==> config.mk <==
export PLATFORM = sky130hd
export DESIGN_NAME = duplex_mailbox
export DESIGN_NICKNAME = d
export VERILOG_FILES = /design/src/rtl/mbx_pkg.sv /design/src/rtl/mbx_decode.sv /design/src/rtl/mbx_slot.sv /design/src/rtl/mbx_rdport.sv /design/src/rtl/duplex_mailbox.sv
export SDC_FILE = /design/constraint.sdc
export NUM_CORES = 1
export LEC_CHECK = 0
export BUFFER_PORTS_ARGS = -buffer_cell sky130_fd_sc_hd__clkbuf_2
export CAP_MARGIN = 5
export CELL_PAD_IN_SITES_DETAIL_PLACEMENT = 0
export CELL_PAD_IN_SITES_GLOBAL_PLACEMENT = 1
export CORE_MARGIN = 4
export CORE_UTILIZATION = 30
export CTS_CLUSTER_DIAMETER = 120
export DETAILED_ROUTE_END_ITERATION = 7
export MAX_ROUTING_LAYER = met4
export PLACE_DENSITY = 0.62
export SLEW_MARGIN = 20
export SYNTH_ARGS = -nofsm -noshare
export SYNTH_HDL_FRONTEND = slang
export SYNTH_SLANG_ARGS = --single-unit
export TNS_END_PERCENT = 1
==> constraint.sdc <==
create_clock -name clk -period 2.04 [get_ports clk]
set_input_delay 0.204 -clock clk [delete_from_list [all_inputs] [get_ports clk]]
set_output_delay 0.204 -clock clk [all_outputs]
set_load 0.03 [all_outputs]
==> src/rtl/mbx_pkg.sv <==
package mbx_pkg;

  localparam int HALF_W = 16;
  localparam int WORD_W = 2 * HALF_W;

  typedef logic [WORD_W-1:0] mbx_word_t;
  typedef logic [HALF_W-1:0] mbx_half_t;

  // per-mailbox access strobes produced by the decoder
  typedef struct packed {
    logic hi_wr;
    logic lo_wr;
    logic hi_rd;
    logic lo_rd;
  } mbx_acc_t;

  // upper-half write: flag dropped, message bits 30:16 replaced, low half kept
  function automatic mbx_word_t mbx_after_hi_write(mbx_word_t w, mbx_half_t d);
    mbx_word_t r;
    r = w;
    r[WORD_W-2:HALF_W] = d[HALF_W-2:0];
    r[WORD_W-1] = 1'b0;
    return r;
  endfunction

  // lower-half write: low half replaced, mid bits kept, flag raised
  function automatic mbx_word_t mbx_after_lo_write(mbx_word_t w, mbx_half_t d);
    mbx_word_t r;
    r = w;
    r[HALF_W-1:0] = d;
    r[WORD_W-1] = 1'b1;
    return r;
  endfunction

  // lower-half read: only the flag is consumed
  function automatic mbx_word_t mbx_after_lo_read(mbx_word_t w);
    mbx_word_t r;
    r = w;
    r[WORD_W-1] = 1'b0;
    return r;
  endfunction

  function automatic mbx_half_t mbx_pick_half(mbx_word_t w, logic sel_lo);
    return sel_lo ? w[HALF_W-1:0] : w[WORD_W-1:HALF_W];
  endfunction

endpackage

==> src/rtl/mbx_decode.sv <==
module mbx_decode
  import mbx_pkg::*;
#(
  parameter int ADDR_W = 16,
  parameter int DEC_W = 8,
  parameter logic [7:0] REG_BASE = 8'h10,
  parameter int NUM_BOX = 2,
  localparam int IDX_W = (NUM_BOX > 1) ? $clog2(NUM_BOX) : 1
) (
  input  logic [ADDR_W-1:0]  addr,
  input  logic               wr,
  input  logic               rd,
  output mbx_acc_t [NUM_BOX-1:0] acc,
  output logic               hit,
  output logic [IDX_W-1:0]   box_idx,
  output logic               sel_lo
);

  localparam int NUM_REGS = 2 * NUM_BOX;

  logic [DEC_W-1:0] low_addr;
  logic [DEC_W-1:0] reg_ofs;
  logic             above_base;
  logic [NUM_BOX-1:0] box_touched;
  logic             unused_upper;

  assign low_addr     = addr[DEC_W-1:0];
  assign unused_upper = ^addr[ADDR_W-1:DEC_W];
  assign above_base   = (low_addr >= DEC_W'(REG_BASE));
  assign reg_ofs      = low_addr - DEC_W'(REG_BASE);
  assign hit          = above_base && (reg_ofs < DEC_W'(NUM_REGS));
  assign box_idx      = reg_ofs[IDX_W:1];
  assign sel_lo       = reg_ofs[0];

  for (genvar b = 0; b < NUM_BOX; b++) begin : g_box
    logic mine;
    assign mine = hit && (reg_ofs[DEC_W-1:1] == (DEC_W-1)'(b));
    assign acc[b].hi_wr = mine && wr && !sel_lo;
    assign acc[b].lo_wr = mine && wr &&  sel_lo;
    assign acc[b].hi_rd = mine && rd && !sel_lo;
    assign acc[b].lo_rd = mine && rd &&  sel_lo;
    assign box_touched[b] = |acc[b];
  end

  // one bus access reaches at most one mailbox
  always_comb begin
    p_one_box_r6: assert ($onehot0(box_touched) || $isunknown(box_touched))
      else $error("decode touched more than one mailbox");
  end

endmodule

==> src/rtl/mbx_slot.sv <==
module mbx_slot
  import mbx_pkg::*;
(
  input  logic      clk,
  input  logic      rst_n,
  input  mbx_acc_t  acc,
  input  mbx_half_t wdata,
  output mbx_word_t word,
  output logic      pending
);

  // named events for the checks below
  logic ev_raise;
  logic ev_drop_wr;
  logic ev_consume;
  logic ev_quiet;

  assign ev_raise   = acc.lo_wr;
  assign ev_drop_wr = acc.hi_wr;
  assign ev_consume = acc.lo_rd && !acc.lo_wr;
  assign ev_quiet   = !(acc.lo_wr || acc.hi_wr || acc.lo_rd);

  always_ff @(posedge clk or negedge rst_n) begin
    if (!rst_n) begin
      word <= '0;
    end else if (acc.lo_wr) begin
      word <= mbx_after_lo_write(word, wdata);
    end else if (acc.hi_wr) begin
      word <= mbx_after_hi_write(word, wdata);
    end else if (acc.lo_rd) begin
      word <= mbx_after_lo_read(word);
    end
  end

  assign pending = word[WORD_W-1];

  p_hi_write_drops_flag_r2: assert property (@(posedge clk) disable iff (!rst_n)
    ev_drop_wr |=> !pending);
  p_hi_write_keeps_low_r2: assert property (@(posedge clk) disable iff (!rst_n)
    ev_drop_wr |=> word[HALF_W-1:0] == $past(word[HALF_W-1:0]));
  p_lo_write_raises_r3: assert property (@(posedge clk) disable iff (!rst_n)
    ev_raise |=> pending);
  p_lo_write_keeps_mid_r3: assert property (@(posedge clk) disable iff (!rst_n)
    ev_raise |=> word[WORD_W-2:HALF_W] == $past(word[WORD_W-2:HALF_W]));
  p_lo_read_consumes_r4: assert property (@(posedge clk) disable iff (!rst_n)
    ev_consume |=> !pending);
  p_quiet_holds_r5: assert property (@(posedge clk) disable iff (!rst_n)
    ev_quiet |=> $stable(word));

endmodule

==> src/rtl/mbx_rdport.sv <==
module mbx_rdport
  import mbx_pkg::*;
#(
  parameter int NUM_BOX = 2,
  localparam int IDX_W = (NUM_BOX > 1) ? $clog2(NUM_BOX) : 1
) (
  input  logic                             clk,
  input  logic                             rst_n,
  input  logic                             rd,
  input  logic                             hit,
  input  logic [IDX_W-1:0]                 box_idx,
  input  logic                             sel_lo,
  input  logic [NUM_BOX-1:0][WORD_W-1:0]   words,
  output mbx_half_t                        rdata
);

  mbx_half_t rd_next;

  always_comb begin
    rd_next = '0;
    if (hit) rd_next = mbx_pick_half(words[box_idx], sel_lo);
  end

  always_ff @(posedge clk or negedge rst_n) begin
    if (!rst_n) rdata <= '0;
    else if (rd) rdata <= rd_next;
  end

  p_rdata_holds_r9: assert property (@(posedge clk) disable iff (!rst_n)
    !rd |=> $stable(rdata));
  p_miss_reads_zero_r6: assert property (@(posedge clk) disable iff (!rst_n)
    (rd && !hit) |=> rdata == '0);

endmodule

==> src/rtl/duplex_mailbox.sv <==
module duplex_mailbox
  import mbx_pkg::*;
#(
  parameter int ADDR_W = 16,
  parameter logic [7:0] REG_BASE = 8'h10
) (
  input  logic              clk,
  input  logic              rst_n,
  input  logic [ADDR_W-1:0] bus_addr,
  input  logic              bus_wr,
  input  logic [15:0]       bus_wdata,
  input  logic              bus_rd,
  output logic [15:0]       bus_rdata,
  output logic              dsp_msg_pending,
  output logic              cpu_msg_pending
);

  localparam int NUM_BOX = 2;
  localparam int IDX_W = $clog2(NUM_BOX);
  localparam int BOX_TO_DSP = 0;
  localparam int BOX_TO_CPU = 1;

  mbx_acc_t [NUM_BOX-1:0]         acc;
  logic [NUM_BOX-1:0][WORD_W-1:0] words;
  logic [NUM_BOX-1:0]             pend;
  logic                           hit;
  logic [IDX_W-1:0]               box_idx;
  logic                           sel_lo;

  mbx_decode #(
    .ADDR_W(ADDR_W), .DEC_W(8), .REG_BASE(REG_BASE), .NUM_BOX(NUM_BOX)
  ) u_dec (
    .addr(bus_addr), .wr(bus_wr), .rd(bus_rd),
    .acc(acc), .hit(hit), .box_idx(box_idx), .sel_lo(sel_lo)
  );

  for (genvar b = 0; b < NUM_BOX; b++) begin : g_slot
    mbx_word_t w;
    mbx_slot u_slot (
      .clk(clk), .rst_n(rst_n), .acc(acc[b]), .wdata(bus_wdata),
      .word(w), .pending(pend[b])
    );
    assign words[b] = w;
  end

  mbx_rdport #(.NUM_BOX(NUM_BOX)) u_rd (
    .clk(clk), .rst_n(rst_n), .rd(bus_rd), .hit(hit), .box_idx(box_idx),
    .sel_lo(sel_lo), .words(words), .rdata(bus_rdata)
  );

  assign dsp_msg_pending = pend[BOX_TO_DSP];
  assign cpu_msg_pending = pend[BOX_TO_CPU];

  // port-level views of the lower-half registers, decoded independently
  logic to_dsp_lo_wr;
  logic to_cpu_lo_wr;
  assign to_dsp_lo_wr = bus_wr && (bus_addr[7:0] == REG_BASE + 8'd1);
  assign to_cpu_lo_wr = bus_wr && (bus_addr[7:0] == REG_BASE + 8'd3);

  p_dsp_pend_level_r8: assert property (@(posedge clk) disable iff (!rst_n)
    to_dsp_lo_wr |=> dsp_msg_pending);
  p_cpu_pend_level_r8: assert property (@(posedge clk) disable iff (!rst_n)
    to_cpu_lo_wr |=> cpu_msg_pending);
  p_write_beats_read_r7: assert property (@(posedge clk) disable iff (!rst_n)
    (to_dsp_lo_wr && bus_rd) |=> dsp_msg_pending);
  p_other_box_still_r10: assert property (@(posedge clk) disable iff (!rst_n)
    to_dsp_lo_wr |=> $stable(cpu_msg_pending));

endmodule

==> run summary, run 1 <==
The tools report the area of the core as 12210 sq um. The smallest clock period supported by the final layout is computed as 1.681 ns. The path class of the tightest hold or removal check is input pin to flip-flop. Static timing analysis puts the maximum clock frequency at 0.5948 GHz. The largest total area in the synthesized netlist belongs to dfrtp_1.

Clock-pin slew was measured on the worst setup and hold paths at 0.06 ns. For this run, the leading register cell type out of synthesis is dfrtp_1. Dividing total power by cell area gives a power density of 773.4 nW/um^2. Setup violations remaining at the end of the flow were counted as 0. STA classifies the critical path endpoint as a flip-flop.

In this run the post-CTS setup repair buffer count came out at 0. The number of flops mapped to enable cells by yosys was 0; the total routing usage reported by global routing was 12.33%. The area growth from synthesis to layout is 22.37%. The tools report the number of design rule violations left after detail routing as 0. Between clock sinks in the finished design, the worst skew comes to 0.007288 ns. After layout, the design draws a total of 3.595 mW. The initial antenna violation count was 0. Among all stages on the critical path, the largest delay is contributed by nor4b_4.

The wire length of the first global-routing pass came out at 13.34 mm. Summing all multi-input logic gate instances after layout gives 1578 sq um. The total area of sequential cells was 2002 sq um; the number of pins exceeding their max-slew limit in the final report was 0.

After synthesis, the share of flip-flops with an asynchronous set or reset is 100.0%. The net count reported at finish was 344; the maximum fanout encountered on the critical timing path was 16. The die covers 14530 sq um. Of the total power, the share spent switching nets is 22.46%. After detailed routing, the number of vias per cell comes to 4.473.

In this run the cell area of the synthesized design comes to 3799 sq um. The tools report the final-report hold violation count as 0. The tools report the sequential cell fraction of total power as 45.2%. The analysis attributes to net switching a power of 807.5 uW. Per report_power, the combinational group accounts for 6.2% of the total.

The first TritonRoute pass finished after 3 iterations. The root buffer cell is clkbuf_16. The initial core utilization was 31.11%; the initial DRC count was 57.

Setup total negative slack on the finished layout was measured at 0 ns. Entering global routing, the biggest net connects 48 pins. After global routing the overflow that remains totals 0. The most common cell in the synthesized netlist is dfrtp_1. Counting flops and latches in the post-synthesis netlist gives 80. The filler cells instantiated in the layout total 1188. The total length of routed wires came out at 7.908 mm. The floorplan has 40 rows. The portion of the clock cycle consumed by the worst path in the final layout came out at 82.42%. TritonCTS built the clock tree. Setup repair after global routing left no endpoint under its margin. After synthesis, the netlist uses 28 different library cells.

Counting every instance in the synthesized netlist gives 245. The mean instance size in the synthesized netlist came out at 15.50 sq um. During placement, the flow inserted port buffers numbering 45.

The proportion of netlist area held by the largest area contributor was 52.70%. The logs give 1 for the count of hold buffers inserted by post-cts repair and 2138 for the overall via count from detail_route. After detailed routing, the average wire length per cell comes to 16.54 um. Summed over all nets, the half-perimeter wirelength after detailed placement is 5.225 mm.

The run gives 0.34 ns as the source-to-sink clock delay at the later pin of the worst-skew pair. In this run the vertical extent of the chip is 120.5 um. The clock tree synthesis step divided the H-tree into 3 levels. Once detail routing completed, the nets flagged for antenna violations numbered 0. The number of antenna diodes in the final layout is 0.

Type of the worst setup path: input pin to flip-flop. The total number of clock tree sinks is 80, and the maximum vdd ir drop is 0.3812 mV. The required time at the worst-slack endpoint is 2.26 ns.

The run finished with clean final reports. During I/O placement, the number of pins put on the boundary was 54. In this run the deepest clock path goes through 2 buffers.

The slew at the pin with the worst max-slew slack was 0.4641 ns; the critical path's largest stage delay was 0.39 ns. For the share of power burned in the clock network, the log shows 48.6%. At the worst endpoint, the arrival time is 1.90 ns. Measured against its own limit, the worst slew margin works out to 69.06%. The internal portion of the total power is 2.788 mW.

The number of warning messages in the yosys log came out at 0. Max-cap violations in this run came to 0. The number of gates resized after CTS was 0.

Sorting the synthesized cells by area gives the leading types as dfrtp_1, mux2_4, mux4_2, mux2_2, inv_1. The tools report the critical path launch point type as an input pin. The via count of the first global-routing pass came out at 2351.

Setup slack on the worst reg-to-reg path comes out at 0.91 ns. The ratio of cells with drive above 1 in the final layout is 51.61%. The register area share after synthesis came out at 52.70%. The synthesized netlist net count came out at 284. The die is 120.5 um wide. Counting instances in the post-synthesis netlist gives the leading cell types as dfrtp_1, mux2_4, inv_1.

TritonCTS created 9 clock buffers. Routability-driven placement finished with a final weighted congestion of 0.7565. The signal on the critical path passes through clkbuf_2 -> inv_1 -> ha_1 -> nand4_2 -> nor4b_4 -> buf_12 -> mux2_2. The run gives 2.165 nW as the static leakage power.
==> power by group through the flow <==
stage	Clock, mW	Combinational (mW)	Sequential [mW]
after global placement	0	0.225	1.65
after floorplan	0	0.107	1.66
final	1.75	0.224	1.62
after CTS	1.79	0.231	1.62
after detailed placement	0	0.229	1.65
after global routing	1.86	0.251	1.63
==> kinds of logic after synthesis <==
logic type | synth area share [%]
adders and majority gates | 0.9882
and+or+nand+nor | 4.447
AOI/OAI and AO/OA | 4.019
DFF | 52.70
buffers and inverters | 5.764
muxes | 32.08
==> final timing paths <==
kind                                      startpoint                   endpoint  depth (start not counted)
max                                      bus_addr[5]  g_slot[0].u_slot.word[15]                          7
min                                    bus_wdata[15]  g_slot[1].u_slot.word[15]                          2
max reg2reg                g_slot[0].u_slot.word[24]              u_rd.rdata[8]                          3
min reg2reg                g_slot[0].u_slot.word[15]  g_slot[0].u_slot.word[15]                          1
max in group asynchronous                      rst_n  g_slot[0].u_slot.word[22]                          3
min in group asynchronous                      rst_n              u_rd.rdata[6]                          2
==> metal layers <==
metal | vias up | part of all wire, % | track usage, %
met5 | - | 0 | -
met4 | 0 | 2.0 | 5.524
met3 | 10 | 2.7 | 2.339
met2 | 24 | 51 | 19.70
met1 | 1110 | 45 | 15.31
li1 | 994 | - | -
==> per-stage QoR <==
stage	util, %	cells	hold slack [ns]	setup WS [ns]	area (sq um)
after global placement	35.35	461	0.1856	0.03358	4317
after global routing	38.06	478	0.1444	0.2232	4648
final	38.06	478	0.1330	0.3587	4648
after floorplan	-	245	-0.09159	0.08346	3799
after CTS	38.06	478	0.1299	0.3466	4648
after detailed placement	35.35	461	0.1950	-0.00005018	4317
==> cell type report <==
type                            instances  area share (%)
Sequential cell                        80           43.07
Timing Repair Buffer                   60           8.721
Inverter                               35           2.826
Clock buffer                           10           4.926
Multi-Input combinational cell        119           33.94
Clock inverter                          6           1.992
Tap cell                              168           4.522
==> flip-flops by register name, indices dropped and copies added (netlist names) <==
signal              flops
u_rd.rdata             16
g_slot.u_slot.word     64
==> cell usage in the layout, fill, tap and decap left out, types with 3 or more instances in the layout <==
| cell | count |
|---|---|
| dfrtp_1 | 80 |
| o22ai_1 | 16 |
| ha_1 | 3 |
| mux2_2 | 22 |
| mux4_2 | 16 |
| mux2_4 | 40 |
| buf_4 | 10 |
| inv_1 | 35 |
| clkbuf_2 | 44 |
| buf_12 | 5 |
| clkbuf_16 | 9 |
==> worst max-delay path: cells and delay by family <==
family | cells | cell delay (ns)
adders and majority gates | 1 | 0.29
muxes | 1 | 0.35
and+or+nand+nor | 2 | 0.67
buffers and inverters | 3 | 0.38
(Power assumes the default switching activity.)
==> run 2: changes to the inputs <==
Clock period 2.04 ns to 1.7 ns, I/O delays scaled along.
==> run 2 against run 1 <==
Against the previous run:
- core utilization is 0.69 points higher
- sequential cell count stayed put
- count of clock-buffer cells in the layout is 3 higher
- via count is 2.1% higher
- die area stayed put
- setup slack worse by 0.26 ns
- combinational power is 31% higher
- clock skew hardly changed
- routed wire length is 0.90% higher
- register-to-register slack worse by 0.36 ns
- cell count is 0.84% higher
- total power is 19% higher
==> run summary, run 2 (synthesis gave the netlist of run 1 again) <==
In the routed design, unresolved DRC markers number 0. The repair_antennas step left the layout with diodes totalling 0. 54 I/O pins were placed.

Across every metal layer, demand over resource in global routing totals 12.11%. The longest clock path from root to sink contains 2 buffers. The first global-routing pass estimated 13.21 mm of wire. Net switching is 21.05% of the power. From synthesis to final layout, the design area changed by 24.57%. The category of cells accounting for the largest share of critical-path delay was buffers and inverters. The later pin in the worst-skew pair is clocked with a latency of 0.33 ns.

After the first detailed-routing iteration, the DRC count stood at 86. At the end of the flow, the number of nets in the layout was 348. The tools report the startpoint of the worst-slack reg-to-reg timing path as g_slot[1].u_slot.word[2]. CTS saw 80 sinks. Endpoint of the worst-slack reg-to-reg timing path: u_rd.rdata[2]. Slowest cell on the critical path: nor4b_4.

The initial core utilization came out at 31.11%. The critical path contains buffers and inverters numbering 3 combined. Wire length per cell: 16.55 um. Measured along the y axis, the die boundary spans 120.5 um. The run gives 12210 sq um as the area of the core. The clock network is responsible for 47.7% of the overall power. Registers are responsible for 45.4% of the overall power. The clock-pin slew reported for the worst setup and hold paths after clock tree synthesis works out to 0.06 ns. Total length of routed wires: 7.979 mm.

The worst slew margin relative to its limit is 65.76%, and the final-report hold violation count is 0. At the pin with the least slew margin, the transition time is 0.5135 ns. For flop-to-flop paths, the worst setup slack is 0.55 ns.

On the worst path, the slowest cell contributes a delay of 0.37 ns. The logs give -0.2620 ns for the pre-CTS setup slack and 0 for the reported max-cap violation count. The flip-flop count of the largest register, all copies and words added is 64.

For the total net switching power, the log shows 904.2 uW. g_slot.u_slot.word holds more flip-flops than any other register. The shortest period the worst path allows is 1.602 ns, and the total global routing overflow is 0.

The signal on the critical path passes through clkbuf_2 -> inv_16 -> ha_4 -> nor2_4 -> a31oi_4 -> nor4b_4 -> buf_12 -> mux2_2. The largest net degree at the start of global routing was 40; the number of setup violations in the final report was 0. The overall via count from detail_route is 2182.

The cell sitting at the root of the clock tree is a clkbuf_16. The critical path starts at bus_addr[5]. At the worst endpoint, the required time is 1.91 ns.

The static leakage power was 2.193 nW; the die span in x was 120.5 um. The tools report the endpoint arrival time on the critical path as 1.81 ns. The type of the worst setup path is input pin to flip-flop. The number of setup buffers added after CTS is 0. Ratio of cells with drive above 1 in the final layout: 52.87%. TritonCTS built the clock tree. The tools report the initial antenna violation count as 0. The run finished with clean final reports.

Buffers inserted during clock tree synthesis total 9. Number of pins exceeding their max-slew limit in the final report: 0. The startpoint of the most critical hold path is bus_wdata[15]. Routability-driven placement finished with a final weighted congestion of 0.7565.

The area of the die is 14530 sq um. The kind of path behind the tightest hold check was input pin to flip-flop. Across all setup checks in the final design, the least slack found is 0.09764 ns.

The count of buffers from port buffering works out to 45. The achievable frequency came out at 0.6241 GHz. For the count of hold buffers inserted by post-cts repair, the log shows 1. In this run the remaining antenna-violating nets after routing total 0.

The run gives 4732 sq um as the area of all placed cells without fillers. The number of gates on the worst path with buffers counted was 8. STA classifies the critical path startpoint as an input pin. For the post-layout total power, the log shows 4.296 mW.

Power per cell area: 907.8 nW/um^2. The portion of the clock cycle consumed by the worst path in the final layout was 94.26%. Leaving out fill and tap cells, the most frequent cell in the layout is dfrtp_1. Across all hold checks on the routed design, the worst slack comes to 0.1190 ns.

The library cells used most frequently in the layout, excluding fill and tap cells, are dfrtp_1, clkbuf_2, mux2_4, inv_1, mux2_2. After clock tree synthesis, the repair step resized 0 gates. The run gives 2438 as the via count of the first global-routing pass. Dividing the detail-routed via count by the number of cells gives 4.527. The total placed instance area came out at 4407 sq um.

The count of cells along the worst register-to-register path is 3. In the final layout, the registers with the most flip-flops are g_slot.u_slot.word (64), u_rd.rdata (16). The tools report the fraction of power consumed by combinational cells as 6.8%. IR analysis of the VDD net gives a maximum drop of 0.4075 mV.

Setup repair after global routing left no endpoint under its margin. For the final database, setup skew stands at 0.007630 ns. After floorplanning, the core was divided into 40 placement rows.

The H-tree was split into 3 levels. The worst setup path is captured at a flip-flop. Cell internal power was estimated by the tool at 3.392 mW. The maximum fanout encountered on the critical timing path came out at 16. The first-pass iteration count of the detailed router came out at 4. The tools report the capture point of the worst path as g_slot[0].u_slot.word[1]. The run gives 5.428 mm as the detailed placement HPWL. The sum of negative setup slack is 0 ns.
## run 2: cell types whose count changed in the layout (fill, tap and decap cells not counted), sizes merged
| cell | previous run | this run |
|---|---|---|
| clkinvlp | 2 | 0 |
| clkbuf | 54 | 57 |
| buf | 15 | 19 |
| inv | 36 | 35 |
## run 2: per-layer routing
| layer | GRT usage, % | vias up | part of all wire (%) | wire length, um |
|---|---|---|---|---|
| li1 | - | 999 | - | - |
| met1 | 16.04 | 1145 | 49 | 3880 |
| met2 | 18.55 | 27 | 47 | 3785 |
| met3 | 2.152 | 11 | 2.2 | 172 |
| met4 | 4.887 | 0 | 1.8 | 142 |
| met5 | - | - | 0 | 0 |
## run 2: through the flow
| step | std cells | utilization [%] |
|---|---|---|
| after global routing | 482 | 38.75 |
| after detailed placement | 465 | 36.09 |
| after global placement | 465 | 36.09 |
| after floorplan | 245 | - |
| final | 482 | 38.75 |
| after CTS | 482 | 38.75 |
## run 2: worst min-delay path by stage
stage                                            to  slack [ns]  depth (start not counted)
after floorplan            g_slot[0].u_slot.word[0]       -0.13                          0
after global placement                u_rd.rdata[9]        0.18                          1
after detailed placement              u_rd.rdata[9]        0.18                          1
after CTS                 g_slot[1].u_slot.word[15]        0.11                          2
after global routing      g_slot[1].u_slot.word[15]        0.12                          2
final                     g_slot[1].u_slot.word[15]        0.12                          2
## run 2: final cells by class
cell class                      instances  area, sq um
Clock buffer                           13        250.2
Sequential cell                        80         2002
Timing Repair Buffer                   64        447.9
Clock inverter                          3        65.06
Inverter                               35        150.1
Tap cell                              168        210.2
Multi-Input combinational cell        119         1607
Fill cell                            1165         7480
## run 2: power groups by stage
stage | combinational, mW | sequential [mW] | clock [mW]
2_1_floorplan | 0.139 | 1.99 | 0
3_3_place_gp | 0.296 | 1.98 | 0
3_5_place_dp | 0.299 | 1.98 | 0
4_1_cts | 0.302 | 1.95 | 2.11
5_1_grt | 0.324 | 1.95 | 2.19
6_report | 0.294 | 1.95 | 2.05
